`src/rtl/irq_intake_pkg.sv`:
```
package irq_intake_pkg;

    localparam int NSRC = 4;

    localparam int SRC_SMI  = 0;
    localparam int SRC_NMI  = 1;
    localparam int SRC_INIT = 2;
    localparam int SRC_EXT  = 3;

    localparam logic [2:0] MODE_FIXED  = 3'd0;
    localparam logic [2:0] MODE_LOWEST = 3'd1;
    localparam logic [2:0] MODE_SMI    = 3'd2;
    localparam logic [2:0] MODE_NMI    = 3'd4;
    localparam logic [2:0] MODE_INIT   = 3'd5;
    localparam logic [2:0] MODE_EXT    = 3'd7;

    typedef enum logic [2:0] {
        KIND_NONE  = 3'd0,
        KIND_SMI   = 3'd1,
        KIND_NMI   = 3'd2,
        KIND_INIT  = 3'd3,
        KIND_EXT   = 3'd4,
        KIND_FIXED = 3'd5
    } irq_kind_e;

    function automatic logic [2:0] src_mode(input int idx);
        case (idx)
            SRC_SMI:  return MODE_SMI;
            SRC_NMI:  return MODE_NMI;
            SRC_INIT: return MODE_INIT;
            default:  return MODE_EXT;
        endcase
    endfunction

endpackage

```
`src/rtl/irq_intake_filter.sv`:
```
module irq_intake_filter
    import irq_intake_pkg::*;
#(
    parameter int IDW = 3,
    parameter int VW  = 8,
    localparam int DW = 1 << IDW
) (
    input  logic            clk,
    input  logic            rst,
    input  logic [IDW-1:0]  local_id,
    input  logic            msg_valid,
    input  logic            msg_dest_mode,
    input  logic [DW-1:0]   msg_dest,
    input  logic [2:0]      msg_mode,
    input  logic [VW-1:0]   msg_vector,
    input  logic            msg_trig,
    output logic [NSRC-1:0] hit_o,
    output logic            fix_valid_o,
    output logic [VW-1:0]   fix_vector_o,
    output logic            fix_trig_o
);

    logic addr_ok;
    logic is_vectored;

    always_comb begin
        if (msg_dest_mode) begin
            addr_ok = msg_dest[local_id];
        end else begin
            addr_ok = (msg_dest == DW'(local_id));
        end
    end

    assign is_vectored = (msg_mode == MODE_FIXED) || (msg_mode == MODE_LOWEST);

    generate
        for (genvar g = 0; g < NSRC; g++) begin : g_hit
            assign hit_o[g] = msg_valid && addr_ok && (msg_mode == src_mode(g));
        end
    endgenerate

    assign fix_valid_o  = msg_valid && addr_ok && is_vectored;
    assign fix_vector_o = fix_valid_o ? msg_vector : '0;
    assign fix_trig_o   = fix_valid_o && msg_trig;

    assert_reserved_quiet_R3: assert property (@(posedge clk) disable iff (rst)
        (msg_mode == 3'd3 || msg_mode == 3'd6) |-> (hit_o == '0 && !fix_valid_o));

    assert_no_msg_no_hit_R1: assert property (@(posedge clk) disable iff (rst)
        !msg_valid |-> (hit_o == '0 && !fix_valid_o));

    assert_single_path_R2: assert property (@(posedge clk) disable iff (rst)
        fix_valid_o |-> (hit_o == '0));

endmodule

```
`src/rtl/irq_intake_bank.sv`:
```
module irq_intake_bank
    import irq_intake_pkg::*;
#(
    parameter int VW = 8
) (
    input  logic                     clk,
    input  logic                     rst,
    input  logic [NSRC-1:0]          hit_i,
    input  logic [VW-1:0]            vec_i,
    input  logic [NSRC-1:0]          clr_i,
    output logic [NSRC-1:0]          pend_o,
    output logic [NSRC-1:1][VW-1:0]  vec_o
);

    typedef struct packed {
        logic [NSRC-1:0]         pend;
        logic [NSRC-1:1][VW-1:0] vec;
    } bank_t;

    bank_t st_d;
    bank_t st_q;
    logic [NSRC-1:0] take;

    always_comb begin
        st_d = st_q;
        for (int i = 0; i < NSRC; i++) begin
            take[i]      = hit_i[i] && (!st_q.pend[i] || clr_i[i]);
            st_d.pend[i] = (st_q.pend[i] && !clr_i[i]) || take[i];
        end
        for (int i = 1; i < NSRC; i++) begin
            if (take[i]) begin
                st_d.vec[i] = vec_i;
            end
        end
        if (rst) begin
            st_d = '0;
        end
    end

    always_ff @(posedge clk) begin
        st_q <= st_d;
    end

    assign pend_o = st_q.pend;
    assign vec_o  = st_q.vec;

    assert_reset_empties_R10: assert property (@(posedge clk)
        rst |=> (pend_o == '0 && vec_o == '0));

    generate
        for (genvar g = 1; g < NSRC; g++) begin : g_chk
            assert_held_vec_kept_R4: assert property (@(posedge clk) disable iff (rst)
                (pend_o[g] && !clr_i[g]) |=> (pend_o[g] && $stable(vec_o[g])));
        end
    endgenerate

endmodule

```
`src/rtl/irq_intake_select.sv`:
```
module irq_intake_select
    import irq_intake_pkg::*;
#(
    parameter int VW = 8
) (
    input  logic                 clk,
    input  logic                 rst,
    input  logic [NSRC-1:0]      pend_i,
    input  logic [2:0][VW-1:0]   vec_i,
    input  logic                 int_enable,
    input  logic                 fixed_ready,
    input  logic [VW-1:0]        fixed_vector,
    input  logic                 ack,
    output logic                 irq_req_o,
    output irq_kind_e            kind_o,
    output logic [VW-1:0]        vector_o,
    output logic [NSRC-1:0]      clr_o,
    output logic                 fix_ack_o
);

    logic unmask_pend;

    assign unmask_pend = pend_i[SRC_SMI] || pend_i[SRC_NMI] || pend_i[SRC_INIT];

    always_comb begin
        kind_o   = KIND_NONE;
        vector_o = '0;
        if (pend_i[SRC_SMI]) begin
            kind_o = KIND_SMI;
        end else if (pend_i[SRC_NMI]) begin
            kind_o   = KIND_NMI;
            vector_o = vec_i[0];
        end else if (pend_i[SRC_INIT]) begin
            kind_o   = KIND_INIT;
            vector_o = vec_i[1];
        end else if (int_enable && pend_i[SRC_EXT]) begin
            kind_o   = KIND_EXT;
            vector_o = vec_i[2];
        end else if (int_enable && fixed_ready) begin
            kind_o   = KIND_FIXED;
            vector_o = fixed_vector;
        end
    end

    assign irq_req_o = (kind_o != KIND_NONE);

    always_comb begin
        clr_o     = '0;
        fix_ack_o = 1'b0;
        if (ack) begin
            case (kind_o)
                KIND_SMI:   clr_o[SRC_SMI]  = 1'b1;
                KIND_NMI:   clr_o[SRC_NMI]  = 1'b1;
                KIND_INIT:  clr_o[SRC_INIT] = 1'b1;
                KIND_EXT:   clr_o[SRC_EXT]  = 1'b1;
                KIND_FIXED: fix_ack_o       = 1'b1;
                default:    clr_o           = '0;
            endcase
        end
    end

    assert_unmaskable_req_R5: assert property (@(posedge clk) disable iff (rst)
        unmask_pend |-> irq_req_o);

    assert_enable_gate_R6: assert property (@(posedge clk) disable iff (rst)
        (!int_enable && !unmask_pend) |-> !irq_req_o);

    assert_one_clear_R8: assert property (@(posedge clk) disable iff (rst)
        $onehot0({clr_o, fix_ack_o}));

    assert_fix_ack_alone_R8: assert property (@(posedge clk) disable iff (rst)
        fix_ack_o |-> (pend_i == '0 && ack));

    assert_idle_ack_quiet_R8: assert property (@(posedge clk) disable iff (rst)
        !irq_req_o |-> (clr_o == '0 && !fix_ack_o));

endmodule

```
`src/rtl/irq_intake_sel.sv`:
```
module irq_intake_sel
    import irq_intake_pkg::*;
#(
    parameter int IDW = 3,
    parameter int VW  = 8,
    localparam int DW = 1 << IDW
) (
    input  logic           clk,
    input  logic           rst,
    input  logic [IDW-1:0] local_id,
    input  logic           msg_valid,
    input  logic           msg_dest_mode,
    input  logic [DW-1:0]  msg_dest,
    input  logic [2:0]     msg_mode,
    input  logic [VW-1:0]  msg_vector,
    input  logic           msg_trig,
    output logic           fix_valid,
    output logic [VW-1:0]  fix_vector,
    output logic           fix_trig,
    input  logic           fixed_ready,
    input  logic [VW-1:0]  fixed_vector,
    input  logic           int_enable,
    input  logic           ack,
    output logic           irq_req,
    output logic [2:0]     irq_kind,
    output logic [VW-1:0]  irq_vector,
    output logic           fix_ack
);

    logic [NSRC-1:0]         hit;
    logic [NSRC-1:0]         clr;
    logic [NSRC-1:0]         pend;
    logic [NSRC-1:1][VW-1:0] held_vec;
    irq_kind_e               kind;

    irq_intake_filter #(.IDW(IDW), .VW(VW)) filter_i (
        .clk           (clk),
        .rst           (rst),
        .local_id      (local_id),
        .msg_valid     (msg_valid),
        .msg_dest_mode (msg_dest_mode),
        .msg_dest      (msg_dest),
        .msg_mode      (msg_mode),
        .msg_vector    (msg_vector),
        .msg_trig      (msg_trig),
        .hit_o         (hit),
        .fix_valid_o   (fix_valid),
        .fix_vector_o  (fix_vector),
        .fix_trig_o    (fix_trig)
    );

    irq_intake_bank #(.VW(VW)) bank_i (
        .clk    (clk),
        .rst    (rst),
        .hit_i  (hit),
        .vec_i  (msg_vector),
        .clr_i  (clr),
        .pend_o (pend),
        .vec_o  (held_vec)
    );

    irq_intake_select #(.VW(VW)) select_i (
        .clk          (clk),
        .rst          (rst),
        .pend_i       (pend),
        .vec_i        (held_vec),
        .int_enable   (int_enable),
        .fixed_ready  (fixed_ready),
        .fixed_vector (fixed_vector),
        .ack          (ack),
        .irq_req_o    (irq_req),
        .kind_o       (kind),
        .vector_o     (irq_vector),
        .clr_o        (clr),
        .fix_ack_o    (fix_ack)
    );

    assign irq_kind = kind;

    assert_vectored_never_latches_R2: assert property (@(posedge clk) disable iff (rst)
        (fix_valid && !irq_req) |=> !(pend[SRC_SMI] || pend[SRC_NMI] || pend[SRC_INIT]) || $past(pend != '0));

endmodule

```
`config.mk`:
```
export PLATFORM = sky130hd
export DESIGN_NAME = irq_intake_sel
export DESIGN_NICKNAME = d
export VERILOG_FILES = /design/src/rtl/irq_intake_pkg.sv /design/src/rtl/irq_intake_filter.sv /design/src/rtl/irq_intake_bank.sv /design/src/rtl/irq_intake_select.sv /design/src/rtl/irq_intake_sel.sv
export SDC_FILE = /design/constraint.sdc
export NUM_CORES = 1
export LEC_CHECK = 0
export ABC_AREA = 1
export BUFFER_PORTS_ARGS = -buffer_cell sky130_fd_sc_hd__buf_2
export CORE_UTILIZATION = 50
export DETAILED_ROUTE_END_ITERATION = 7
export PLACE_DENSITY = 0.92
export SYNTH_ARGS = -nofsm -noshare
export SYNTH_HDL_FRONTEND = slang
export SYNTH_SLANG_ARGS = --single-unit
export TNS_END_PERCENT = 5
```
`constraint.sdc`:
```
create_clock -name clk -period 2.85 [get_ports clk]
set_input_delay 0.57 -clock clk [delete_from_list [all_inputs] [get_ports clk]]
set_output_delay 0.57 -clock clk [all_outputs]
set_load 0.01 [all_outputs]
```
---- Word-level counts from Yosys, hierarchy flattened ----
Index checks and enable logic that the tools add are counted.
word-level totals
  logic and storage cells ................. 73
  register bits after elaboration ......... 28
  bits of input ports ..................... 38
  output and inout bits ................... 23
operators by class
  reduce and logical (&&, ||, !) cells .... 36
  multiplexer cells ....................... 21
  eq/ne operators ......................... 11
  order comparisons ....................... 1
operators with widths
  cell                number
  $mux 8              6
  $logic_and 1x1->1   17
  $eq 3x3->1 const B  5
  $mux 3              5
  $eq 3x2->1 const B  3
  $logic_or 1x1->1    9
  $eq 8x3->1          1
  $logic_not 1->1     8
  $mux 1              8
  $eq 3x1->1 const B  2
  $lt 3x4->1 const B  1
  $mux 4              1
  $bmux 1 s3          1
  $logic_not 3->1     1
  $reduce_bool 3->1   1

---- Depth between registers and ports, before layout ----
Gate-level depths: netlist of run 1.
  word-level depth ........................ 12
  gate-level depth with buffers ........... 12
  gate-level depth less buffers ........... 11

---- Cells and area by module ----
Synthesis of run 1 repeated with hierarchy kept, for this count alone.
unflattened totals
  cells, all modules ...................... 340
  area total of the unflattened synthesis .. 2038.2 um^2
modules (own cells, without submodules)
  module             cells each  times used  sequential area each (um^2)  area an instance (um^2)
  irq_intake_bank    159         1           560.5                        1242.4
  irq_intake_select  111         1           0.0                          493.0
  irq_intake_filter  70          1           0.0                          302.8

---- Worst setup path before layout of run 1 ----
OpenSTA, ideal clock, no wires.
  kind .................................... in2out
  from .................................... input port msg_dest[4]
  to ...................................... output port fix_trig
  path slack .............................. 794 ps
  buffers on the path ..................... 0
  stages .................................. 9
  arrival time ............................ 1486 ps
  data required time ...................... 2280 ps
  path through ............................ nor2_1 > nand2_1 > nor2_1 > nand3_1 > nand2_2 > nand3_1 > nor2_1 > nand2_2 > nor2_1
on the way
  longest elaborated chain between the ends .. 6
  elaborated cells between the ends (all ways) .. 7
  those cells by class .................... eq/ne (1); mux (3); reduce/logical (3)
ends and longest elaborated chain
  what                               line                     RTL
  from (decl)                        irq_intake_sel.sv:13     input logic [DW-1:0] msg_dest,
  $bmux 1 s3                         irq_intake_filter.sv:28  addr_ok = msg_dest[local_id];
  $mux 1 (implied by the code)       irq_intake_filter.sv:28
  $mux 1 *                           irq_intake_filter.sv:27  if (msg_dest_mode) begin
  $logic_and 1x1->1 * (2 in series)  irq_intake_filter.sv:42  assign fix_valid_o = msg_valid && addr_ok && is_vectored;
  $logic_and 1x1->1 *                irq_intake_filter.sv:44  assign fix_trig_o = fix_valid_o && msg_trig;
  to (decl)                          irq_intake_sel.sv:19     output logic fix_trig,
Mark *: on every way between the ends. The rest lies on a longest branch, timed or not. The select of a mux whose other input is x is not followed.

---- Worst setup path after layout of run 1 ----
  from .................................... register bank_i.st_q (netlist bit bank_i.pend_o[1])
  to ...................................... output port irq_vector[3]
on the way
  longest elaborated chain between the ends .. 2
ends and longest elaborated chain
  what                    line                     RTL
  from (decl)             irq_intake_bank.sv:21    bank_t st_q;
  from (signal assigned)  irq_intake_bank.sv:41    st_q <= st_d;
  $mux 8                  irq_intake_select.sv:30  end else if (pend_i[SRC_NMI]) begin
  $mux 8                  irq_intake_select.sv:28  if (pend_i[SRC_SMI]) begin
  to (decl)               irq_intake_sel.sv:26     output logic [VW-1:0] irq_vector,
No other way between the ends.

==> metrics.md, run 1 <==
| Metric | Value |
|---|---|
| Initial core utilization | 52.34% |
| Latest clock arrival within the worst-skew pair | 0.34 ns |
| GP Congestion | 0.8711 |
| Final Max Tran Viols | 0 |
| Vias per cell | between 5 and 6 |
| Initial antenna violation count | 0 |
| Resized cells post-CTS | 0 |
| Placed inst area | 2067 µm² |
| Core box area | 3337 µm² |
| Synth Warn # | 0 |
| Min cycle time layout | 2.413 ns |
| Seq/Total Area, Yosys | between 30% and 40% |
| Largest area contributor in the synthesized netlist | dfxtp_1 |
| Final hold violation count | 0 |
| Syn Nets | roughly 310 |
| PD cells | 387.3 nW/µm² |
| Fraction of layout cells with a size suffix above 1 | 25.84% |
| H-tree Lvls | 1 |
| RSZ-0062 raised after global routing | no |
| Ant. Diodes | 0 |
| Routed Antenna Nets | 0 |
| Maximum vdd drop | 173.7 µV |
| Slew HR | between 50% and 60% |
| Clk slew on worst S/H paths | 0.16 ns |
| Static leakage | 1.094 nW |
| Global Route Usage Sum | 25.86% |
| Final WL | 4480 µm |
| CP peak stage delay | 0.65 ns |
| Outcome | complete, no violations |
| HP Class | in -> reg |
| Congestion Overflow GR | 0 |
| First-pass DRT Iterations | 4 |
| Tot Pwr | 0.8209 mW |
| Area growth syn-to-layout | 21.35% |
| Die H | 61.11 µm |
| Count leader, synth | nor2_1 |
| FF+latch count, synth | 28 |
| Top_reg_cell synth | dfxtp_1 |
| Final setup fails | 0 |
| WP data required | 2.28 ns |
| Max Buffers Root-to-Sink | 2 |
| Die area | 3734 µm² |
| CTS sink cnt | 28 |
| Post-synth top area share | 32.09% |
| Final Instance Area | 2120 µm² |
| CTS Buf Count | 3 |
| Final-stage net count | 368 |
| Post-DP HPWL | 3429 µm |
| # DRC | 0 |
| Crit Path Max Fanout | 11 |
| DRT iter0 DRCs | 116 |
| Worst Path Arrival | 1.84 ns |
| Skew final | 0.01361 ns |
| Post-synth cell types | 23 |
| Largest net degree at the start of global routing | 25 |
| Mean Syn Cell Area | 6.445 µm² |
| Die Span X | slightly above 60 µm |
| Max stage delay cell, worst path | dfxtp_1 |
| Synth top area cells | dfxtp_1 32%, nor2_1 15%, nand2_1 9.9% |
| Async S/R FF share, synth | 0% |
| CTS tree | done |
| Core Rows | 21 |
| # IOs | just over 60 |
| Max frequency | 414.4 MHz |
| EDFF count, synth | 0 |
| Number of global-route vias before repair | 1657 |
| WS Path Type | reg -> out |
| Worst slew pin tran | 0.6328 ns |
| Setup crit end kind | primary output |
| Quantity of I/O buffers inserted on ports | 60 |
| WL per Instance | around 12 µm |
| Global-route wire length before repair | about 7300 µm |
| Worst path cell trace | inv_2 > nand2_2 > a221oi_1 > nor3_1 > buf_2 |
| Post-CTS Setup Inserts | 0 |
| Root Buffer | clkbuf_4 |
| Vias post-DR | 1986 |
| Max-cap violation count | 0 |
| CP Launch Type | register |
| Post-Synthesis Cells | 271 |
| CTS Hold Bufs | 0 |
| Setup TNS | 0 ns |
| Post-synth top cells | 68 x nor2_1, 46 x nand2_1, 28 x dfxtp_1 |
| Mapped cell area | 1747 µm² |
| Period utilisation layout | around 85% |
-- metrics by stage --
step                hold WS [ns]  instances  util [%]  setup slack, ns
floorplan                 0.4496        271         -           0.7941
global placement          0.4564        371     61.94           0.5343
detailed placement        0.4696        371     61.94           0.4730
CTS                       0.4441        375     63.52           0.4454
global route              0.4384        375     63.52           0.2859
finish                    0.4382        375     63.52           0.4366
-- kinds of logic after synthesis --
| family | synth area share, % |
|---|---|
| xor+xnor | 0.5015 |
| compound gates | 8.811 |
| flops | 32.09 |
| simple gates | 49.71 |
| buf+inv | 8.882 |
-- critical path, delay by kind of cell, from the launching register on --
kind	cells	cell delay, ns
AOI/OAI and AO/OA	1	0.09
buffers and inverters	2	0.34
DFF	1	0.65
and+or+nand+nor	2	0.43
-- per-layer routing --
layer / up-vias / global-route usage (%) / share of wire (%)
met5: - / 0 / 0
met4: 0 / 6.494 / 1.5
met3: 7 / 3.151 / 5.6
met2: 79 / 42.86 / 46
met1: 878 / 35.64 / 47
li1: 1022 / - / -
-- flip-flops by register name, summed over array words and instances, names as in the netlist --
| name | count |
|---|---|
| bank_i.vec_o | 24 |
| bank_i.pend_o | 4 |
-- final timing paths --
| path | slack [ns] | to | depth (start not counted) | startpoint |
|---|---|---|---|---|
| worst max-delay path | 0.44 | irq_vector[3] | 5 | bank_i.pend_o[1] |
| worst min-delay path | 0.44 | bank_i.pend_o[1] | 2 | rst |
| worst max register to register | 1.03 | bank_i.vec_o[18] | 9 | bank_i.pend_o[1] |
| worst min register to register | 0.49 | bank_i.vec_o[6] | 2 | bank_i.vec_o[6] |
-- cells in the final DEF, fill, tap and decap left out --
master     netlist  final
or2_2            1      1
a21oi_1          5      5
nand2_2          5      5
nand4_1         27     27
nor3_2           2      2
bufinv_16        0      1
o21ai_2          1      1
nor2_4           4      4
inv_1           26     26
nand3_1          9      9
dfxtp_1         28     28
inv_2            4      4
clkinv_2         1      1
nand2_1         46     46
nor3_1          16     16
clkbuf_4         0      3
xnor2_1          1      1
o21ai_0         10     10
nand2_4          1      1
nor2_1          68     68
a221oi_1         8      8
nor3_4           2      2
buf_2            0     60
-- report_power, final --
part / internal, mW / switching (mW) / leakage (nW)
Combinational: 0.0585 / 0.0960 / 0.840
Clock: 0.142 / 0.120 / 0.0279
Sequential: 0.399 / 0.00481 / 0.226
Total: 0.600 / 0.221 / 1.09
-- final cells by class --
class / count / area, µm²
well taps: 46 / 57.56
fillers: 305 / 1217
clock inverters: 1 / 30.03
inverters: 31 / 117.6
flip-flops and latches: 28 / 560.5
repair buffers: 60 / 300.3
clock buffers: 3 / 22.52
multi-input cells: 206 / 1031
No activity file was read; power rests on OpenSTA's default activity.
==> inputs of run 2 (changes only) <==
CORE_UTILIZATION = 45   (was 50)
PLACE_DENSITY = 0.88   (was 0.92)
clock period = 2 ns   (was 2.85 ns; I/O delays follow)
==> run 2 against run 1 <==
- flip-flop and latch count did not move
- final cell count rose by 4.8%
- routed wire length rose by 18%
- sequential share of layout area fell by 3.0 points
- clock power rose by 35%
- clock skew fell by 0.012 ns
- largest power group unchanged
- total power rose by 47%
- the run now ends with negative setup slack left
- global-route usage rose by 0.79 points
- first-iteration DRC count rose by 4.3%
==> metrics.md, run 2 (synthesized netlist as in run 1, its figures left out) <==
| Metric | Value |
|---|---|
| Cells on worst reg2reg path | 9 |
| CTS Buf Count | 3 |
| Fraction of layout cells with a size suffix above 1 | 33.91% |
| Final-stage net count | 384 |
| Final Max Tran Viols | 0 |
| RSZ-0062 raised after global routing | yes |
| Initial core utilization | 47.35% |
| Clk slew on worst S/H paths | 0.09 ns |
| Global-route wire length before repair | 8625 µm |
| Most frequent cells in the layout | 61 x nor2_1, 52 x buf_2, 44 x nand2_1 |
| Register area | 561.8 µm² |
| Most common cell after layout, fill and taps aside | nor2_1 |
| WS Path Type | in -> out |
| Worst Path Arrival | approximately 1.6 ns |
| Die Span X | 64.30 µm |
| Period utilisation layout | 101.2% |
| # DRC | 0 |
| Skew final | 0.001618 ns |
| # IOs | 61 |
| Worst slew pin tran | 0.6333 ns |
| Final setup fails | 1 |
| Vias per cell | 5.435 |
| Static leakage | 1.211 nW |
| PD cells | 503.0 nW/µm² |
| Violated checks | negative setup slack |
| Max reg flops | 24 |
| Worst hold stages | 2 |
| Slew HR | 57.74% |
| WP data required | 1.60 ns |
| Slack of the critical path | -0.02455 ns |
| Final Instance Area | 2392 µm² |
| Ant. Diodes | 0 |
| Setup TNS | -0.02455 ns |
| Latest clock arrival within the worst-skew pair | 0.28 ns |
| Routed Antenna Nets | 0 |
| Reg-to-Reg Start | bank_i.pend_o[2] |
| First-pass DRT Iterations | 4 |
| Worst flop-to-flop path endpoint | bank_i.vec_o[22] |
| Final hold violation count | 0 |
| WL per Instance | 13.47 µm |
| Die area | 4134 µm² |
| Global Route Usage Sum | 26.65% |
| CP Launch Type | input port |
| GP Congestion | 0.8260 |
| DRT iter0 DRCs | roughly 120 |
| Area growth syn-to-layout | 36.96% |
| Maximum vdd drop | around 280 µV |
| Initial antenna violation count | 0 |
| Hold Crit Start | rst |
| Max Buffers Root-to-Sink | 2 |
| Post-DP HPWL | 3794 µm |
| Max frequency | approximately 490 MHz |
| H-tree Lvls | 1 |
| Fillers | 318 |
| Quantity of I/O buffers inserted on ports | 60 |
| R2r setup slk | around 0.43 ns |
| Largest net degree at the start of global routing | 25 |
| Core Rows | 22 |
| Placed inst area | 2165 µm² |
| HP Class | in -> reg |
| Core box area | 3689 µm² |
| CTS sink cnt | 28 |
| Min cycle time layout | just over 2 ns |
| CTS tree | done |
| Congestion Overflow GR | 0 |
| Area occupied by multi-input gates | 1116 µm² |
| Max-cap violation count | 0 |
| Number of global-route vias before repair | roughly 2.0k |
| Root Buffer | clkbuf_8 |
| Vias post-DR | 2136 |
| Crit Path Max Fanout | 6 |
| Final WL | approximately 5300 µm |
| Outcome | finished with violations |
| WHS Endpoint | bank_i.pend_o[3] |
| Die H | 64.30 µm |
| Setup crit end kind | primary output |
-- run 2: how the worst max path moves through the flow --
| stage | slack [ns] | from | cells past startpoint | endpoint |
|---|---|---|---|---|
| after floorplan | 0.28 | msg_dest[4] | 9 | fix_trig |
| after global placement | 0.008 | local_id[0] | 12 | fix_vector[6] |
| after detailed placement | -0.07 | msg_dest[4] | 11 | fix_vector[6] |
| after CTS | 0.02 | msg_dest[7] | 11 | fix_vector[0] |
| after global routing | -0.14 | local_id[0] | 11 | fix_vector[5] |
| final | -0.02 | local_id[0] | 11 | fix_vector[5] |
-- run 2: critical path: stages --
cell	delay [ns]
buf_6	0.11
inv_4	0.07
nand2_1	0.06
nand3_1	0.07
nand3_1	0.14
nand3_2	0.12
nand3_2	0.10
nor2_4	0.17
nand2_4	0.12
nor2_2	0.13
buf_2	0.13
-- run 2: repair_timing --
item	CTS	global route
cloned	1	0
setup endpoints to repair	9	16
setup buffers	2	2
pin swaps	7	17
resized for setup	9	27
hold buffers	0	0
-- run 2: cell type report --
| type | instances | area share (%) |
|---|---|---|
| sequential | 28 | 23.48 |
| tap | 48 | 2.510 |
| inverter | 31 | 5.021 |
| timing repair buffer | 75 | 20.03 |
| multi-input combinational | 207 | 46.65 |
| clock buffer | 4 | 2.301 |
-- run 2: per-stage QoR --
stage	utilization, %	instances	power (mW)	hold WS [ns]	worst slack [ns]
after floorplan	-	271	0.7203	0.4496	0.2841
after global placement	58.68	384	0.8157	0.4582	0.007862
after global routing	64.86	393	1.254	0.3396	-0.1401
after CTS	61.43	391	1.172	0.3360	0.01720
final	64.86	393	1.203	0.3317	-0.02455
after detailed placement	58.68	384	0.8220	0.4662	-0.06789
-- run 2: where the power goes --
group | total, mW | switching, mW | internal (mW) | leakage, nW
combinational | 0.274 | 0.159 | 0.115 | 0.956
clock | 0.356 | 0.179 | 0.177 | 0.0288
sequential | 0.573 | 0.00573 | 0.567 | 0.227
total | 1.20 | 0.344 | 0.859 | 1.21
-- run 2: per-layer routing --
layer	vias up	share of wire (%)	routed length (µm)	track usage, %
met4	0	2.4	126	12.50
met1	966	42	2224	32.50
met3	13	6.4	341	3.929
met5	-	0	0	0
li1	1060	-	-	-
met2	97	49	2600	45.53
